==> src/rtl/mfpin_pkg.sv <==
package mfpin_pkg;

  typedef enum logic [1:0] {
    RA_ENABLE = 2'd0,
    RA_UDATA  = 2'd1,
    RA_CTRL   = 2'd2,
    RA_MASK   = 2'd3
  } reg_addr_e;

  localparam int CTRL_FN_BIT   = 0;
  localparam int CTRL_WAKE_BIT = 1;

  // level driven on the status pin in card-bus mode
  function automatic logic stat_level(input logic fn, input logic mask, input logic wake);
    return fn ? (mask & wake) : ~mask;
  endfunction

  // direction of one user pin
  function automatic logic user_dir(input logic isa, input logic en);
    return ~isa & en;
  endfunction

endpackage

==> src/rtl/mfpin_sync.sv <==
module mfpin_sync #(
  parameter int W      = 4,
  parameter int STAGES = 2
) (
  input  logic         clk,
  input  logic         rst_n,
  input  logic [W-1:0] d_in,
  output logic [W-1:0] q_out
);
  logic [W-1:0] stg [STAGES];

  always_ff @(posedge clk or negedge rst_n) begin
    if (!rst_n) begin
      for (int s = 0; s < STAGES; s++) stg[s] <= '0;
    end else begin
      stg[0] <= d_in;
      for (int s = 1; s < STAGES; s++) stg[s] <= stg[s-1];
    end
  end

  assign q_out = stg[STAGES-1];
endmodule

==> src/rtl/mfpin_regs.sv <==
module mfpin_regs
  import mfpin_pkg::*;
#(
  parameter int NUM_USER = 4
) (
  input  logic                clk,
  input  logic                rst_n,
  input  logic                wr_en,
  input  logic [1:0]          wr_addr,
  input  logic [NUM_USER-1:0] wr_data,
  input  logic                wake_evt,
  output logic [NUM_USER-1:0] en_q,
  output logic [NUM_USER-1:0] udata_q,
  output logic                fn_q,
  output logic                wake_q,
  output logic                mask_q,
  output logic                wake_clr
);
  logic wr_en_reg, wr_ud_reg, wr_ctrl, wr_mask;

  assign wr_en_reg = wr_en && (wr_addr == RA_ENABLE);
  assign wr_ud_reg = wr_en && (wr_addr == RA_UDATA);
  assign wr_ctrl   = wr_en && (wr_addr == RA_CTRL);
  assign wr_mask   = wr_en && (wr_addr == RA_MASK);

  // a clear loses against a simultaneous wakeup event
  assign wake_clr = wr_ctrl && !wr_data[CTRL_WAKE_BIT] && !wake_evt;

  always_ff @(posedge clk or negedge rst_n) begin
    if (!rst_n) begin
      en_q    <= '0;
      udata_q <= '0;
      fn_q    <= 1'b0;
    end else begin
      if (wr_en_reg) en_q    <= wr_data;
      if (wr_ud_reg) udata_q <= wr_data;
      if (wr_ctrl)   fn_q    <= wr_data[CTRL_FN_BIT];
    end
  end

  always_ff @(posedge clk or negedge rst_n) begin
    if (!rst_n)        wake_q <= 1'b0;
    else if (wake_evt) wake_q <= 1'b1;
    else if (wake_clr) wake_q <= 1'b0;
  end

  always_ff @(posedge clk or negedge rst_n) begin
    if (!rst_n)        mask_q <= 1'b0;
    else if (wake_clr) mask_q <= 1'b0;
    else if (wr_mask)  mask_q <= wr_data[0];
  end
endmodule

==> src/rtl/mfpin_user_drv.sv <==
module mfpin_user_drv
  import mfpin_pkg::*;
#(
  parameter int NUM_USER = 4
) (
  input  logic                isa_mode,
  input  logic [NUM_USER-1:0] en_q,
  input  logic [NUM_USER-1:0] udata_q,
  input  logic [NUM_USER-1:0] pin_in,
  output logic [NUM_USER-1:0] pin_oe,
  output logic [NUM_USER-1:0] pin_out,
  output logic [NUM_USER-1:0] isa_sig
);
  for (genvar i = 0; i < NUM_USER; i++) begin : g_pin
    assign pin_oe[i]  = user_dir(isa_mode, en_q[i]);
    assign pin_out[i] = pin_oe[i] & udata_q[i];
    assign isa_sig[i] = isa_mode & pin_in[i];
  end
endmodule

==> src/rtl/mfpin_stat_drv.sv <==
module mfpin_stat_drv
  import mfpin_pkg::*;
(
  input  logic isa_mode,
  input  logic fn_q,
  input  logic mask_q,
  input  logic wake_q,
  input  logic pin_in,
  output logic pin_oe,
  output logic pin_out,
  output logic isa_sig
);
  assign pin_oe  = ~isa_mode;
  assign pin_out = isa_mode ? 1'b0 : stat_level(fn_q, mask_q, wake_q);
  assign isa_sig = isa_mode & pin_in;
endmodule

==> src/rtl/mfpin_ctrl.sv <==
module mfpin_ctrl
  import mfpin_pkg::*;
#(
  parameter int NUM_USER    = 4,
  parameter int SYNC_STAGES = 2
) (
  input  logic                clk,
  input  logic                rst_n,
  input  logic                isa_mode,
  input  logic                wr_en,
  input  logic [1:0]          wr_addr,
  input  logic [NUM_USER-1:0] wr_data,
  input  logic [1:0]          rd_addr,
  output logic [NUM_USER-1:0] rd_data,
  input  logic                wake_evt,
  input  logic [NUM_USER-1:0] user_pin_in,
  output logic [NUM_USER-1:0] user_pin_oe,
  output logic [NUM_USER-1:0] user_pin_out,
  input  logic                stat_pin_in,
  output logic                stat_pin_oe,
  output logic                stat_pin_out,
  output logic [NUM_USER-1:0] isa_user_sig,
  output logic                isa_stat_sig
);
  localparam int SYNC_W = NUM_USER + 1;

  logic [NUM_USER-1:0] en_q, udata_q;
  logic                fn_q, wake_q, mask_q, wake_clr;
  logic [SYNC_W-1:0]   pin_sync;
  logic [NUM_USER-1:0] user_sync;
  logic                stat_sync;

  mfpin_regs #(.NUM_USER(NUM_USER)) u_regs (
    .clk(clk), .rst_n(rst_n), .wr_en(wr_en), .wr_addr(wr_addr),
    .wr_data(wr_data), .wake_evt(wake_evt), .en_q(en_q), .udata_q(udata_q),
    .fn_q(fn_q), .wake_q(wake_q), .mask_q(mask_q), .wake_clr(wake_clr)
  );

  mfpin_sync #(.W(SYNC_W), .STAGES(SYNC_STAGES)) u_sync (
    .clk(clk), .rst_n(rst_n), .d_in({stat_pin_in, user_pin_in}), .q_out(pin_sync)
  );

  assign user_sync = pin_sync[NUM_USER-1:0];
  assign stat_sync = pin_sync[NUM_USER];

  mfpin_user_drv #(.NUM_USER(NUM_USER)) u_user (
    .isa_mode(isa_mode), .en_q(en_q), .udata_q(udata_q), .pin_in(user_pin_in),
    .pin_oe(user_pin_oe), .pin_out(user_pin_out), .isa_sig(isa_user_sig)
  );

  mfpin_stat_drv u_stat (
    .isa_mode(isa_mode), .fn_q(fn_q), .mask_q(mask_q), .wake_q(wake_q),
    .pin_in(stat_pin_in), .pin_oe(stat_pin_oe), .pin_out(stat_pin_out),
    .isa_sig(isa_stat_sig)
  );

  // readback: the data and unmask locations show live pin levels
  always_comb begin
    rd_data = '0;
    unique case (rd_addr)
      RA_ENABLE: rd_data = en_q;
      RA_UDATA:  rd_data = user_sync;
      RA_CTRL: begin
        rd_data[CTRL_FN_BIT]   = fn_q;
        rd_data[CTRL_WAKE_BIT] = wake_q;
      end
      default:   rd_data[0] = ~stat_sync;
    endcase
  end
endmodule

==> config.mk <==
export PLATFORM = sky130hd
export DESIGN_NAME = mfpin_ctrl
export DESIGN_NICKNAME = d
export VERILOG_FILES = /design/src/rtl/mfpin_pkg.sv /design/src/rtl/mfpin_sync.sv /design/src/rtl/mfpin_regs.sv /design/src/rtl/mfpin_user_drv.sv /design/src/rtl/mfpin_stat_drv.sv /design/src/rtl/mfpin_ctrl.sv
export SDC_FILE = /design/constraint.sdc
export NUM_CORES = 1
export LEC_CHECK = 0
export ABC_CLOCK_PERIOD_IN_PS = 1100
export BUFFER_PORTS_ARGS = -buffer_cell sky130_fd_sc_hd__buf_2
export CORE_UTILIZATION = 46
export CTS_CLUSTER_SIZE = 28
export DETAILED_ROUTE_END_ITERATION = 10
export PLACE_DENSITY = 0.77
export SYNTH_ARGS = -nofsm -noshare
export SYNTH_HDL_FRONTEND = slang
export SYNTH_SLANG_ARGS = --single-unit
==> constraint.sdc <==
create_clock -name clk -period 1.1 [get_ports clk]
set_clock_uncertainty 0.1 [all_clocks]
set_input_delay 0.11 -clock clk [delete_from_list [all_inputs] [get_ports clk]]
set_output_delay 0.11 -clock clk [all_outputs]
set_load 0.005 [all_outputs]
---- After elaboration in Yosys (flattened, before gate mapping) ----
Index checks and enable logic that the tools add are counted.
word-level totals
  bits in registers ....................... 21
operators by class
  equality and inequality tests ........... 5
  muxes and demuxes ....................... 9
  bitwise logic cells ..................... 17
  reductions and logical operators ........ 12
operators by type and width
  cell                                                              number
  1-bit bitwise AND                                                 14
  2-bit == test (second input constant)                             3
  1-bit logical AND                                                 6
  1-bit 2-to-1 mux                                                  6
  1-bit one-hot mux with 3 select lines                             2
  2-bit by 1-bit == test with 1-bit output (second input constant)  2
  2-bit logical NOT                                                 2
  2-bit one-hot mux with 2 select lines                             1
  2-bit nonzero test                                                2
  1-bit inverter                                                    3
  1-bit logical NOT                                                 2

---- Longest topological paths before layout ----
  depth after elaboration ................. 6
  gate-level depth with buffers ........... 3
  depth with buffers taken out ............ 2

---- Cells and area by module ----
From an unflattened synthesis, not the netlist that was laid out.
unflattened totals
  cell total of the unflattened synthesis .. 74
  area, all modules ....................... 967.2 um2
modules (own cells, without submodules)
  module          times used  cells an instance  area each (um2)
  mfpin_regs      1           31                 465.4
  mfpin_sync      1           15                 287.8
  mfpin_user_drv  1           13                 96.3
  mfpin_ctrl      1           10                 87.6
  mfpin_stat_drv  1           5                  30.0

---- Least setup slack after synthesis ----
No wires, ideal clock.
  path type ............................... reg-to-output
  start point ............................. reg u_regs.fn_q
  end point ............................... out rd_data[0]
  setup slack ............................. 0.061 ns
  stages on the path, launching flop included .. 2
  arrival ................................. 0.829 ns
  cells stage by stage .................... dfrtp_1 mux4_2
between the ends
  cells in the longest elaborated chain, start to end .. 1
ends and longest elaborated chain
  element                                RTL line          source
  start, declared                        mfpin_regs.sv:14  output logic fn_q,
  start signal, assigned                 mfpin_regs.sv:37  if (wr_ctrl) fn_q <= wr_data[CTRL_FN_BIT];
  1-bit one-hot mux with 3 select lines  mfpin_ctrl.sv:60  unique case (rd_addr)
  end, declared                          mfpin_ctrl.sv:14  output logic [NUM_USER-1:0] rd_data,
No other way between the ends.

---- Worst setup path after layout ----
  start point ............................. reg u_regs.fn_q
  end point ............................... out stat_pin_out
between the ends
  cells in the longest elaborated chain, start to end .. 2
ends and longest elaborated chain
  element           RTL line              source
  1-bit 2-to-1 mux  mfpin_pkg.sv:15       return fn ? (mask & wake) : ~mask;
  1-bit 2-to-1 mux  mfpin_stat_drv.sv:14  assign pin_out = isa_mode ? 1'b0 : stat_level(fn_q, mask_q, wake_q);
  end, declared     mfpin_ctrl.sv:21      output logic stat_pin_out,
No other way between the ends.

==> flow_metrics.env <==
export IMPL_peakVddDrop_mv=1.017
export IMPL_combPwrFrac_pct=28.4
export IMPL_wire_per_inst_um=13.69
export IMPL_dp_hpwl_um=1297
export IMPL_yosysMostFrequentCell="dfrtp_1"
export IMPL_cts_tree="yes"
export IMPL_internal_power_w=0.001317
export IMPL_core_um2=1783
export IMPL_cts_path_max_buffers=2
export IMPL_finalMaxSlewViolations=0
export IMPL_seq_area_frac_synth_pct=58.50
export IMPL_synth_area_um2=898.4
export IMPL_slowest_stage="dfrtp_1"
export IMPL_crit_family="flip-flops"
export IMPL_clockRootBuffer="clkbuf_4"
export IMPL_ctsHtreeMaxLevel=1
export IMPL_setup_viol=14
export IMPL_avgSynthCellArea_um2=13.21
export IMPL_sequentialPowerShare_pct=51.6
export IMPL_area_delta_synth_final_pct=52.92
export IMPL_gp_congestion=0.7941
export IMPL_synthFlopType="dfrtp_1"
export IMPL_antenna_found_initial=0
export IMPL_synth_net_count=86
export IMPL_placed_area_um2=1146
export IMPL_drtIter0Drc=4
export IMPL_grt_max_degree=22
export IMPL_min_from="wr_addr[0]"
export IMPL_totalWireLength_um=2067
export IMPL_fin_cells=151
export IMPL_numClockSinks=21
export IMPL_rsz0062_at_grt="yes"
export IMPL_max_slew_margin_pct=68.89
export IMPL_preCtsSetupSlack_ps=-82.91
export IMPL_tightest_slew_ps=466.7
export IMPL_p_leak_nw=0.6846
export IMPL_hold_class="in2reg"
export IMPL_synth_seq_cells=21
export IMPL_clock_latency_ps=280
export IMPL_synth_edff_count=0
export IMPL_crit_buf_inv=2
export IMPL_antenna_cells=0
export IMPL_final_hold_violation_count=0
export IMPL_synth_top_area_cell="dfrtp_1"
export IMPL_fin_nets=145
export IMPL_fmax_mhz=649.3
export IMPL_initial_utilization_pct=50.39
export IMPL_path_cells="buf_6 > or2_4 > a21oi_2 > buf_2"
export IMPL_dieArea_um2=2134
export IMPL_fin_area_um2=1374
export IMPL_synth_area_leaders="dfrtp_1 (58%), mux2_2 (11%), and2_1 (6.3%)"
export IMPL_switching_share_pct=25.48
export IMPL_grt_util_all_layers_pct=21.61
export IMPL_regToRegStartpoint="u_regs.fn_q$_DFFE_PN0P_"
export IMPL_p_switching_w=0.0004503
export IMPL_antenna_left=0
export IMPL_drv_cap=0
export IMPL_min_path_cells=3
export IMPL_post_route_period_util_pct=140.0
export IMPL_crit_arrival_ps=1330
export IMPL_first_global_vias=717
export IMPL_holdWs_ps=119.5
export IMPL_critPathKind="reg2out"
export IMPL_ys_async_sr_fraction_pct=100.0
export IMPL_reg2reg_depth=3
export IMPL_core_rowCount=15
export IMPL_die_w_um=46.19
export IMPL_dieHeight_um=46.19
export IMPL_firstDrtPassIters=3
export IMPL_crit_required_ps=890
export IMPL_yosys_warnings=0
export IMPL_vias=716
export IMPL_post_drt_via_cell_ratio=4.742
export IMPL_worst_slack_ps=-440.1
export IMPL_yosysTopAreaCellShare_pct=58.50
export IMPL_port_buffers=36
export IMPL_place_inst=133
export IMPL_violations="setup timing"
export IMPL_end_kind="primary output"
export IMPL_cts_buffers=3
export IMPL_power_density_nw_per_um2=1286
export IMPL_path_depth=4
export IMPL_io_pins=37
export IMPL_grt_pass1_wl_um=3091
export IMPL_critPathMaxStageDelay_ps=420
export IMPL_cp_startpoint="u_regs.fn_q$_DFFE_PN0P_"
export IMPL_finalCriticalPeriod_ps=1540
export IMPL_path_max_fanout=2
export IMPL_synthCells=68
export IMPL_power_w=0.001767
export IMPL_overflow=0
export IMPL_synth_cell_types=21
export IMPL_start_kind="register"
export IMPL_status="finished with violations"
export IMPL_synth_commonest_cells="dfrtp_1 (21), and2_1 (9), mux2_2 (9)"
export IMPL_p_clk_share_pct=19.9
export IMPL_drive_gt1_share_pct=53.97
export IMPL_drc_errors=0
export IMPL_clk_pin_slew_ps=120
==> timing repair <==
item                                   4_1_cts  5_1_grt
resized for setup                           11        8
endpoints found under the hold margin       36        0
setup endpoints to repair                   14       14
setup buffers                                3        0
pin swaps                                    6        1
hold buffers                                11        0
==> worst min-delay path, cell delays in order <==
cell	delay, ps
buf_2	120
buf_4	120
o311ai_1	110
==> placed cells by master (no fill, tap or decap), types with 2 or more instances in the layout <==
cell and count:
mux2_2 8, buf_6 6, nor2_1 3, nor2b_4 3, clkbuf_4 3, mux2i_1 3, dfrtp_1 21, and2_4 2
nand3b_1 3, buf_2 33, buf_4 6, and2_1 7, inv_1 3, dlygate4sd3_1 11
==> metal layers <==
layer	vias to the layer above	routed length (um)	GRT usage [%]
met5	-	0	0
met4	0	18	11.76
met3	2	53	3.922
met2	22	1140	38.03
met1	343	855	24.43
li1	349	-	-
==> kinds of logic after synthesis <==
family	synth area share [%]
DFF	58.50
buffers and inverters	2.227
AOI/OAI and AO/OA	4.038
and+or+nand+nor	18.11
muxes	17.13
==> state kept, by name (all words and copies together), names as in the netlist <==
| name | count |
|---|---|
| u_regs.fn_q | 1 |
| u_regs.mask_q | 1 |
| u_regs.wake_q | 1 |
| u_regs.en_q | 4 |
| u_regs.udata_q | 4 |
| u_sync.stg | 5 |
| u_sync.q_out | 5 |
==> path summary, 6_finish.rpt <==
check	slack, ps	to
max	-440	stat_pin_out
min	120	u_regs.mask_q$_DFFE_PN0P_
max reg2reg	-20	u_regs.fn_q$_DFFE_PN0P_
min reg2reg	240	u_sync.q_out[0]$_DFF_PN0_
max in group asynchronous	370	u_sync.stg[5]$_DFF_PN0_
min in group asynchronous	190	u_regs.en_q[0]$_DFFE_PN0P_
==> power groups by stage <==
stage               Sequential [W]  Combinational [W]  Clock, W
finish                    0.000913           0.000502  0.000352
floorplan                 0.000909           0.000181         0
CTS                       0.000904           0.000460  0.000364
detailed placement        0.000923           0.000359         0
global placement          0.000916           0.000344         0
global route              0.000920           0.000548  0.000417
==> per-stage QoR <==
step	utilization [%]	TNS (ps)
after detailed placement	64.28	-358.7
after global placement	64.28	-197.5
after global routing	77.05	-3717
after CTS	75.09	-2732
final	77.05	-2844
after floorplan	-	0
==> cell type report <==
type	count	area, um^2
flip-flops and latches	21	525.5
multi-input cells	42	390.4
well taps	25	31.28
fillers	123	409.1
repair buffers	56	387.9
clock inverters	1	5.005
clock buffers	3	22.52
inverters	3	11.26
Power figures use the tool's default switching activity.
